<file path="config.mk">
export PLATFORM = sky130hd
export DESIGN_NAME = instr_field_decoder
export DESIGN_NICKNAME = d
export VERILOG_FILES = /design/src/rtl/ifd_pkg.sv /design/src/rtl/ifd_rst_sync.sv /design/src/rtl/ifd_opclass.sv /design/src/rtl/ifd_span.sv /design/src/rtl/ifd_immlen.sv /design/src/rtl/instr_field_decoder.sv
export SDC_FILE = /design/constraint.sdc
export NUM_CORES = 1
export LEC_CHECK = 0
export BUFFER_PORTS_ARGS = -buffer_cell sky130_fd_sc_hd__buf_2
export CAP_MARGIN = 30
export CORE_ASPECT_RATIO = 1.2
export CORE_MARGIN = 3
export CORE_UTILIZATION = 55
export CTS_CLUSTER_DIAMETER = 60
export DETAILED_ROUTE_END_ITERATION = 10
export PLACE_DENSITY = 0.8
export SYNTH_ARGS = -nofsm -noshare
export SYNTH_HDL_FRONTEND = slang
export SYNTH_SLANG_ARGS = --single-unit
</file>
<file path="constraint.sdc">
create_clock -name clk -period 2.8 [get_ports clk]
set_input_delay 0.14 -clock clk [delete_from_list [all_inputs] [get_ports clk]]
set_output_delay 0.14 -clock clk [all_outputs]
set_load 0.01 [all_outputs]
</file>
<file path="src/rtl/ifd_pkg.sv">
package ifd_pkg;
  localparam int BYTE_W = 8;
  localparam int WORD_W = 2 * BYTE_W;

  typedef enum logic [2:0] {
    OP_MOV_RM  = 3'd0,
    OP_ADD_RM  = 3'd1,
    OP_MOV_IRM = 3'd2,
    OP_ADD_IRM = 3'd3,
    OP_MOV_IR  = 3'd4,
    OP_ADD_IA  = 3'd5,
    OP_NONE    = 3'd7
  } op_e;

  typedef enum logic [2:0] {
    ST_OPC   = 3'd0,
    ST_MODRM = 3'd1,
    ST_DISP  = 3'd2,
    ST_IMM   = 3'd3,
    ST_OUT   = 3'd4
  } st_e;

  localparam logic [2:0] SEG_NONE = 3'd0;
endpackage

</file>
<file path="src/rtl/ifd_rst_sync.sv">
module ifd_rst_sync #(
  parameter int STAGES = 2
) (
  input  logic clk,
  input  logic rst_n,
  output logic rst_sn
);
  logic [STAGES-1:0] sync_q;

  always_ff @(posedge clk or negedge rst_n) begin
    if (!rst_n) sync_q <= '0;
    else        sync_q <= {sync_q[STAGES-2:0], 1'b1};
  end

  assign rst_sn = sync_q[STAGES-1];
endmodule

</file>
<file path="src/rtl/ifd_opclass.sv">
module ifd_opclass
  import ifd_pkg::*;
#(
  parameter int NUM_PFX = 4
) (
  input  logic [BYTE_W-1:0] byte_i,
  output logic              is_prefix_o,
  output logic [2:0]        seg_o,
  output op_e               op_o,
  output logic              needs_modrm_o,
  output logic              d_o,
  output logic              w_o,
  output logic              s_o,
  output logic [2:0]        reg_o
);
  logic [NUM_PFX-1:0] hit;

  // override prefixes share the pattern 001ss110, ss picks the segment
  for (genvar g = 0; g < NUM_PFX; g++) begin : g_pfx
    assign hit[g] = (byte_i == {3'b001, 2'(g), 3'b110});
  end

  assign is_prefix_o = |hit;

  always_comb begin
    seg_o = SEG_NONE;
    for (int i = 0; i < NUM_PFX; i++) begin
      if (hit[i]) seg_o = 3'(i + 1);
    end
  end

  always_comb begin
    op_o          = OP_NONE;
    needs_modrm_o = 1'b0;
    d_o           = 1'b0;
    w_o           = 1'b0;
    s_o           = 1'b0;
    reg_o         = 3'd0;
    casez (byte_i)
      8'b100010??: begin
        op_o = OP_MOV_RM; needs_modrm_o = 1'b1; d_o = byte_i[1]; w_o = byte_i[0];
      end
      8'b000000??: begin
        op_o = OP_ADD_RM; needs_modrm_o = 1'b1; d_o = byte_i[1]; w_o = byte_i[0];
      end
      8'b1100011?: begin
        op_o = OP_MOV_IRM; needs_modrm_o = 1'b1; w_o = byte_i[0];
      end
      8'b100000??: begin
        op_o = OP_ADD_IRM; needs_modrm_o = 1'b1; s_o = byte_i[1]; w_o = byte_i[0];
      end
      8'b1011????: begin
        op_o = OP_MOV_IR; w_o = byte_i[3]; reg_o = byte_i[2:0];
      end
      8'b0000010?: begin
        op_o = OP_ADD_IA; w_o = byte_i[0];
      end
      default: op_o = OP_NONE;
    endcase
  end
endmodule

</file>
<file path="src/rtl/ifd_span.sv">
module ifd_span (
  input  logic [1:0] mod_i,
  input  logic [2:0] rm_i,
  output logic [1:0] disp_n_o
);
  always_comb begin
    unique case (mod_i)
      2'b00:   disp_n_o = (rm_i == 3'b110) ? 2'd2 : 2'd0;
      2'b01:   disp_n_o = 2'd1;
      2'b10:   disp_n_o = 2'd2;
      default: disp_n_o = 2'd0;
    endcase
  end
endmodule

</file>
<file path="src/rtl/ifd_immlen.sv">
module ifd_immlen
  import ifd_pkg::*;
(
  input  op_e        op_i,
  input  logic       w_i,
  input  logic       s_i,
  output logic [1:0] imm_n_o,
  output logic       sext_o
);
  always_comb begin
    imm_n_o = 2'd0;
    sext_o  = 1'b0;
    unique case (op_i)
      OP_MOV_IRM, OP_MOV_IR, OP_ADD_IA: imm_n_o = w_i ? 2'd2 : 2'd1;
      OP_ADD_IRM: begin
        imm_n_o = (w_i && !s_i) ? 2'd2 : 2'd1;
        sext_o  = w_i && s_i;
      end
      default: imm_n_o = 2'd0;
    endcase
  end
endmodule

</file>
<file path="src/rtl/instr_field_decoder.sv">
module instr_field_decoder
  import ifd_pkg::*;
#(
  parameter int LEN_W = 4
) (
  input  logic              clk,
  input  logic              rst_n,
  input  logic              in_valid,
  input  logic [7:0]        in_data,
  output logic              in_ready,
  output logic              rec_valid,
  input  logic              rec_ready,
  output logic [2:0]        rec_op,
  output logic              rec_d,
  output logic              rec_w,
  output logic              rec_s,
  output logic [1:0]        rec_mod,
  output logic [2:0]        rec_reg,
  output logic [2:0]        rec_rm,
  output logic [2:0]        rec_seg,
  output logic [15:0]       rec_disp,
  output logic [15:0]       rec_imm,
  output logic [LEN_W-1:0]  rec_len,
  output logic              rec_err
);
  localparam logic [LEN_W-1:0] LEN_MAX = '1;
  localparam int HI = WORD_W - 1;

  logic rst_sn;

  st_e              state_q, state_d;
  op_e              op_q, op_d;
  logic             d_q, d_d, w_q, w_d, s_q, s_d;
  logic [1:0]       mod_q, mod_d;
  logic [2:0]       reg_q, reg_d, rm_q, rm_d, seg_q, seg_d;
  logic [HI:0]      disp_q, disp_d, imm_q, imm_d;
  logic [LEN_W-1:0] len_q, len_d;
  logic             err_q, err_d;
  logic [1:0]       disp_n_q, disp_n_d, imm_n_q, imm_n_d;
  logic             sext_q, sext_d;
  logic             cnt_q, cnt_d;

  logic       cls_pfx, cls_modrm, cls_d, cls_w, cls_s;
  logic [2:0] cls_seg, cls_reg;
  op_e        cls_op;
  logic [1:0] span_n;
  op_e        il_op;
  logic       il_w, il_s, il_sext;
  logic [1:0] il_n;
  logic       accept, take;

  ifd_rst_sync #(.STAGES(2)) u_rst (.clk(clk), .rst_n(rst_n), .rst_sn(rst_sn));

  ifd_opclass #(.NUM_PFX(4)) u_cls (
    .byte_i(in_data), .is_prefix_o(cls_pfx), .seg_o(cls_seg), .op_o(cls_op),
    .needs_modrm_o(cls_modrm), .d_o(cls_d), .w_o(cls_w), .s_o(cls_s), .reg_o(cls_reg)
  );

  ifd_span u_span (.mod_i(in_data[7:6]), .rm_i(in_data[2:0]), .disp_n_o(span_n));

  assign il_op = (state_q == ST_OPC) ? cls_op : op_q;
  assign il_w  = (state_q == ST_OPC) ? cls_w  : w_q;
  assign il_s  = (state_q == ST_OPC) ? cls_s  : s_q;

  ifd_immlen u_imm (.op_i(il_op), .w_i(il_w), .s_i(il_s), .imm_n_o(il_n), .sext_o(il_sext));

  assign in_ready  = (state_q != ST_OUT);
  assign rec_valid = (state_q == ST_OUT);
  assign accept    = in_valid && in_ready;
  assign take      = rec_valid && rec_ready;

  always_comb begin
    state_d  = state_q;
    op_d     = op_q;
    d_d      = d_q;
    w_d      = w_q;
    s_d      = s_q;
    mod_d    = mod_q;
    reg_d    = reg_q;
    rm_d     = rm_q;
    seg_d    = seg_q;
    disp_d   = disp_q;
    imm_d    = imm_q;
    len_d    = len_q;
    err_d    = err_q;
    disp_n_d = disp_n_q;
    imm_n_d  = imm_n_q;
    sext_d   = sext_q;
    cnt_d    = cnt_q;

    if (accept && len_q != LEN_MAX) len_d = len_q + 1'b1;

    unique case (state_q)
      ST_OPC: if (accept) begin
        if (cls_pfx) begin
          seg_d = cls_seg;
        end else if (cls_op == OP_NONE) begin
          op_d    = OP_NONE;
          err_d   = 1'b1;
          state_d = ST_OUT;
        end else begin
          op_d  = cls_op;
          d_d   = cls_d;
          w_d   = cls_w;
          s_d   = cls_s;
          reg_d = cls_reg;
          cnt_d = 1'b0;
          if (cls_modrm) begin
            state_d = ST_MODRM;
          end else begin
            imm_n_d = il_n;
            sext_d  = il_sext;
            state_d = ST_IMM;
          end
        end
      end
      ST_MODRM: if (accept) begin
        mod_d = in_data[7:6];
        reg_d = in_data[5:3];
        rm_d  = in_data[2:0];
        if ((op_q == OP_MOV_IRM || op_q == OP_ADD_IRM) && in_data[5:3] != 3'd0) begin
          op_d    = OP_NONE;
          err_d   = 1'b1;
          state_d = ST_OUT;
        end else begin
          disp_n_d = span_n;
          imm_n_d  = il_n;
          sext_d   = il_sext;
          cnt_d    = 1'b0;
          if (span_n != 2'd0)    state_d = ST_DISP;
          else if (il_n != 2'd0) state_d = ST_IMM;
          else                   state_d = ST_OUT;
        end
      end
      ST_DISP: if (accept) begin
        if (!cnt_q) disp_d = {{BYTE_W{in_data[BYTE_W-1]}}, in_data};
        else        disp_d[HI:BYTE_W] = in_data;
        if (!cnt_q && disp_n_q == 2'd2) begin
          cnt_d = 1'b1;
        end else begin
          cnt_d   = 1'b0;
          state_d = (imm_n_q != 2'd0) ? ST_IMM : ST_OUT;
        end
      end
      ST_IMM: if (accept) begin
        if (!cnt_q) imm_d = {(sext_q ? {BYTE_W{in_data[BYTE_W-1]}} : {BYTE_W{1'b0}}), in_data};
        else        imm_d[HI:BYTE_W] = in_data;
        if (!cnt_q && imm_n_q == 2'd2) begin
          cnt_d = 1'b1;
        end else begin
          cnt_d   = 1'b0;
          state_d = ST_OUT;
        end
      end
      ST_OUT: if (take) begin
        state_d  = ST_OPC;
        op_d     = OP_NONE;
        d_d      = 1'b0;
        w_d      = 1'b0;
        s_d      = 1'b0;
        mod_d    = 2'd0;
        reg_d    = 3'd0;
        rm_d     = 3'd0;
        seg_d    = SEG_NONE;
        disp_d   = '0;
        imm_d    = '0;
        len_d    = '0;
        err_d    = 1'b0;
        disp_n_d = 2'd0;
        imm_n_d  = 2'd0;
        sext_d   = 1'b0;
        cnt_d    = 1'b0;
      end
      default: state_d = ST_OPC;
    endcase
  end

  always_ff @(posedge clk or negedge rst_sn) begin
    if (!rst_sn) begin
      state_q  <= ST_OPC;
      op_q     <= OP_NONE;
      d_q      <= 1'b0;
      w_q      <= 1'b0;
      s_q      <= 1'b0;
      mod_q    <= 2'd0;
      reg_q    <= 3'd0;
      rm_q     <= 3'd0;
      seg_q    <= SEG_NONE;
      disp_q   <= '0;
      imm_q    <= '0;
      len_q    <= '0;
      err_q    <= 1'b0;
      disp_n_q <= 2'd0;
      imm_n_q  <= 2'd0;
      sext_q   <= 1'b0;
      cnt_q    <= 1'b0;
    end else begin
      state_q  <= state_d;
      op_q     <= op_d;
      d_q      <= d_d;
      w_q      <= w_d;
      s_q      <= s_d;
      mod_q    <= mod_d;
      reg_q    <= reg_d;
      rm_q     <= rm_d;
      seg_q    <= seg_d;
      disp_q   <= disp_d;
      imm_q    <= imm_d;
      len_q    <= len_d;
      err_q    <= err_d;
      disp_n_q <= disp_n_d;
      imm_n_q  <= imm_n_d;
      sext_q   <= sext_d;
      cnt_q    <= cnt_d;
    end
  end

  assign rec_op   = op_q;
  assign rec_d    = d_q;
  assign rec_w    = w_q;
  assign rec_s    = s_q;
  assign rec_mod  = mod_q;
  assign rec_reg  = reg_q;
  assign rec_rm   = rm_q;
  assign rec_seg  = seg_q;
  assign rec_disp = disp_q;
  assign rec_imm  = imm_q;
  assign rec_len  = len_q;
  assign rec_err  = err_q;

  // no byte is taken while a record waits
  p_ready_blocked_r1: assert property (@(posedge clk) disable iff (!rst_sn)
    rec_valid |-> !in_ready);

  // a record not taken stays unchanged
  p_record_held_r1: assert property (@(posedge clk) disable iff (!rst_sn)
    rec_valid && !rec_ready |=> rec_valid && $stable(rec_len) && $stable(rec_imm)
      && $stable(rec_disp) && $stable(rec_op));

  // a taken record leaves after one edge
  p_record_drop_r1: assert property (@(posedge clk) disable iff (!rst_sn)
    rec_valid && rec_ready |=> !rec_valid && in_ready);

  // error records carry the error operation
  p_error_op_r11: assert property (@(posedge clk) disable iff (!rst_sn)
    rec_valid && rec_err |-> rec_op == 3'd7);

  // sign-extended short immediates
  p_sext_imm_r6: assert property (@(posedge clk) disable iff (!rst_sn)
    rec_valid && !rec_err && rec_op == 3'd3 && rec_s && rec_w
      |-> rec_imm[15:8] == {8{rec_imm[7]}});

  // one-byte displacement is sign-extended
  p_disp8_r4: assert property (@(posedge clk) disable iff (!rst_sn)
    rec_valid && !rec_err && rec_op <= 3'd3 && rec_mod == 2'b01
      |-> rec_disp[15:8] == {8{rec_disp[7]}});

  // byte immediates have a clear upper byte
  p_byte_imm_r9: assert property (@(posedge clk) disable iff (!rst_sn)
    rec_valid && !rec_err && rec_op >= 3'd2 && rec_op <= 3'd5 && !rec_w
      |-> rec_imm[15:8] == 8'h00);
endmodule

</file>
# Yosys cells after proc, flatten, opt, wreduce, memory -nomap -nowiden
# Cells that the tools add are included.
# totals
regBits	65
output_inout_bits	56
inputBits	12
# op_classes
mux	112
addsub	1
n_eq_ne	43
reduce_logical	43
# ops
operator	count
2-to-1 mux 3 bit	29
one-hot mux 16 bit (2 select lines)	2
2-to-1 mux 16 bit	3
2-to-1 mux 1 bit	37
equality test 8 x 6 -> 1 bit, second input constant	4
2-to-1 mux 2 bit	16
!= test 2 bit, second input constant	14
2-to-1 mux 8 bit	3
equality test 3 x 2 -> 1 bit, second input constant	6
one-hot mux 3 bit (3 select lines)	2
one-hot mux 3 bit (6 select lines)	1
AND reduction 4 bit	4
AND reduction 8 bit	2
equality test 3 bit, second input constant	5
one-hot mux 3 bit (5 select lines)	1
nonzero test 2 bit	7
equality test 6 bit, second input constant	2
2-to-1 mux 4 bit	3
one-hot mux 2 bit (2 select lines)	3
one-hot mux 2 bit (3 select lines)	2
one-hot mux 3 bit (2 select lines)	2
AND reduction 6 bit	2
AND reduction 3 bit	3
AND reduction 9 bit	1
other kinds (28)	45

# Depth between registers and ports, before layout
# depth
ltp_word	13
mapped_depth	9
ltp_nobuf	6

# By module
# A second synthesis with hierarchy kept.
# unflattened
cells_unflattened	370
area_unflattened_um2	3691.0
# modules_own_cells
module	area_per_inst_um2	instances	cells_each
instr_field_decoder	3285.7	1	310
ifd_opclass	274.0	1	43
ifd_immlen	55.1	1	10
ifd_rst_sync	53.8	1	3
ifd_span	22.5	1	4

# Worst setup path after synthesis
# OpenSTA, ideal clock, no wires.
# synth_path
kind	register to register
startpoint	reg state_q[1]
endpoint	reg disp_n_q[0]
stages_incl_launch_ff	9
synth_period_minus_slack_ns	1.971
path_slack_ns	0.829
required_ns	2.675
setup_time_ns	0.125
arrival_time_ns	1.846
cell_sequence	dfrtp_1 > buf_6 > or3b_1 > buf_6 > clkinv_4 > nor2_2 > or3_1 > nand2b_4 > mux2_4
# synth_between
elab_chain_len	4
# synth_rtl
element	line_no	text
start: declaration	instr_field_decoder.sv:31	st_e state_q, state_d;
start signal: assignment	instr_field_decoder.sv:198	state_q <= state_d;
!= test 3 bit or equality test 3 bit (tied branches)	instr_field_decoder.sv:67, instr_field_decoder.sv:68, instr_field_decoder.sv:93	
logical AND 1 bit (on tied branches)	instr_field_decoder.sv:69, instr_field_decoder.sv:70	
!= test 2 bit (no line) or != test 2 x 1 -> 1 bit (tied branches)	n/a	
AND reduction 4 bit (no line)	n/a	
end signal: assignment	instr_field_decoder.sv:211	disp_n_q <= disp_n_d;
end: declaration	instr_field_decoder.sv:39	logic [1:0] disp_n_q, disp_n_d, imm_n_q, imm_n_d;
# Parallel ways exist; a longest one is shown, timed or not.
# A chain may end at the register's enable or synchronous reset.

# Final worst setup path
# layout_path
startpoint	reg state_q[2]
endpoint	reg disp_n_q[1]
# Same word-level chain as after synthesis.

==> out/metrics.yaml <==
logic_synthesis:
  netlist_area_mm2: 0.00338
  synthArstFlopShare_pct: 100
  synth_area_leaders: "dfrtp_1, nand2_1, mux2_2"
  ys_ff_latch: 65
  syn-instance-count: 356
  ys_seq_area_share_pct: 48.2
  yosysWarnings: 0
  synth_nets: 369
  ys_types: 64
  synth_edf_count: 0
  synth_top_area_share_pct: 45.9
  ys_dominant_reg_cell: "dfrtp_1"
  synth_area_per_cell_um2: 9.50
  synth_top_area_cell: "dfrtp_1"
drt:
  vias: 2997
  antenna_left: 0
  first_pass_iters: 7
  vias_per_cell: 5.92
  wl_per_cell_um: 17.2
  drcViolationCount: 0
  routed_wl_mm: 8.71
  drt_iter0_markers: 267
floorplan:
  die_w_um: 77.6
  die_area_mm2: 0.00713
  ios: 68
  initial_utilization_pct: 58.1
  rows: 30
  core-area_mm2: 0.00582
  fp.dieH_um: 91.9
clock_network:
  cts_setup_buffers: 0
  ctsRootBufferMaster: "clkbuf_8"
  cts_tree: "built"
  ctsHtreeMaxLevel: 3
  insertion_delay_ns: 0.35
  cts_made_buffers: 9
  clkSinkCount: 65
  clkTransAtPathRegs_ns: 0.08
  clk_path_buf_depth: 2
cells_and_area:
  fin_util_pct: 68.9
  drive_gt1_share_pct: 30.0
  num_antenna_cells: 0
  final_nets: 434
  final_common_cell: "buf_2"
  layout_common_cells: "buf_2, dfrtp_1, nand2_1"
  fin_area_mm2: 0.00401
  syn_to_final_growth_pct: 18.6
sta:
  max_freq_ghz: 0.413
  rsz0062_at_grt: "false"
  setup_violations: 0
  min_period_ns: 2.42
  hold_ws_ns: 0.0936
  relSlewSlack_pct: 39.4
  fin_setup_tns_ns: 0
  hold_viol: 0
  finalCritPeriodShare_pct: 86.5
  fin_ws_ns: 0.377
  skew_ns: 0.00809
  slew_viol_final: 0
  tightest_slew_ns: 0.906
global_routing:
  grt_pass1_wl_mm: 14.4
  antenna_found_initial: 0
  gr-usage-all-layers_pct: 25.7
  grt_pass1_vias: 2951
  grt_overflow: 0
  grt_start_max_net_pins: 26
critical_path:
  cp.required_ns: 3.03
  crit_type: "flop to flop"
  critPathArrivalTime_ns: 2.65
  cp-end-kind: "flop"
  crit_path_start_kind: "flop"
  worst-path-max-fanout: 14
status:
  status: "complete, no violations"
pwr:
  vdd_drop_max_uv: 593
  power.leakage_nw: 1.97
  pwr_density_cell_mw_per_mm2: 1050
placement:
  place_area_mm2: 0.00377
  routabilityCongestion: 0.938
  dp_hpwl_mm: 6.28
  port_buffers: 67
  dp_slack_ns: 0.412
hold_path:
  hold_path_class: "input pin to asynchronous set/reset pin"
job:
  maxCapViolations: 0
## Yosys cell counts (3+ instances only)
library cell  number
o211ai_1           3
o31ai_1           10
dfstp_2            3
o41ai_1            3
clkbuf_1          15
nor4_1             3
nand3_1            7
xor2_1             3
nor2_1            22
nand2b_1           6
a41oi_1            3
nand2_1           52
nor2b_1            3
a21o_1             3
o21ai_1            6
a31oi_1            4
dfrtp_1           62
o21ai_0           25
a21oi_1           27
or3_1              6
buf_2              4
inv_1              8
mux2_2            17
nor3_1             9
## cell type report
class | count | area [µm²]
Clock buffer | 9 | 124
Sequential cell | 65 | 1630
Inverter | 9 | 38.8
Fill cell | 451 | 1810
Tap cell | 80 | 100
Clock inverter | 7 | 103
Multi-Input combinational cell | 260 | 1610
Timing Repair Buffer | 76 | 405
## power by group
group	total [W]	switching, W	leakage, nW	internal [W]
clock	0.000905	0.000393	0.116	0.000512
combinational	0.00185	0.00114	1.01	0.000708
sequential	0.00145	0.000203	0.846	0.00124
## critical path: stages, from the launching register on
cell,delay (ns)
dfrtp_1,0.57
or3b_1,0.50
clkinv_4,0.16
nor2_2,0.07
or3_1,0.48
nand2b_4,0.22
mux2_4,0.30
## timing repair
item                      in CTS  in global routing
hold endpoints to repair       2                  0
resized for setup              0                  0
hold buffers                   1                  0
## cell families after synthesis
logic type / after synthesis / share of synthesized area, %
xor gates and xnor gates: 4 / 1.04
muxes: 22 / 7.51
adders and majority gates: 1 / 0.370
buffers and inverters: 31 / 4.22
and+or+nand+nor: 129 / 19.4
other: 1 / 0.111
AOI/OAI and AO/OA: 103 / 19.2
DFF: 65 / 48.2
## per-stage QoR
step / power [W] / std cells
3_3_place_gp: 0.00323 / 489
5_1_grt: 0.00448 / 506
3_5_place_dp: 0.00328 / 489
2_1_floorplan: 0.00270 / 356
6_report: 0.00420 / 506
4_1_cts: 0.00420 / 506
## layer usage
layer  GRT usage [%]  routed length [µm]  vias to the layer above
met5               0                   0                        -
met4            11.4                 224                        0
met3            6.68                 660                       21
met2            40.9                4270                      141
met1            33.1                3550                     1429
li1                -                   -                     1406
## path summary, 6_finish.rpt
| path | start | to | slack (ns) | depth (start not counted) |
|---|---|---|---|---|
| worst max-delay path | state_q[2] | disp_n_q[1] | 0.38 | 6 |
| worst min-delay path | rst_n | u_rst.sync_q[1] | 0.09 | 2 |
| worst max register to register | state_q[2] | disp_n_q[1] | 0.38 | 6 |
| worst min register to register | u_rst.sync_q[1] | rec_disp[2] | 0.25 | 0 |
| max in group asynchronous | u_rst.sync_q[1] | rec_op[1] | 1.86 | 1 |
| min in group clk | in_data[4] | rec_disp[4] | 0.17 | 3 |
No activity file was read; power rests on OpenSTA's default activity.
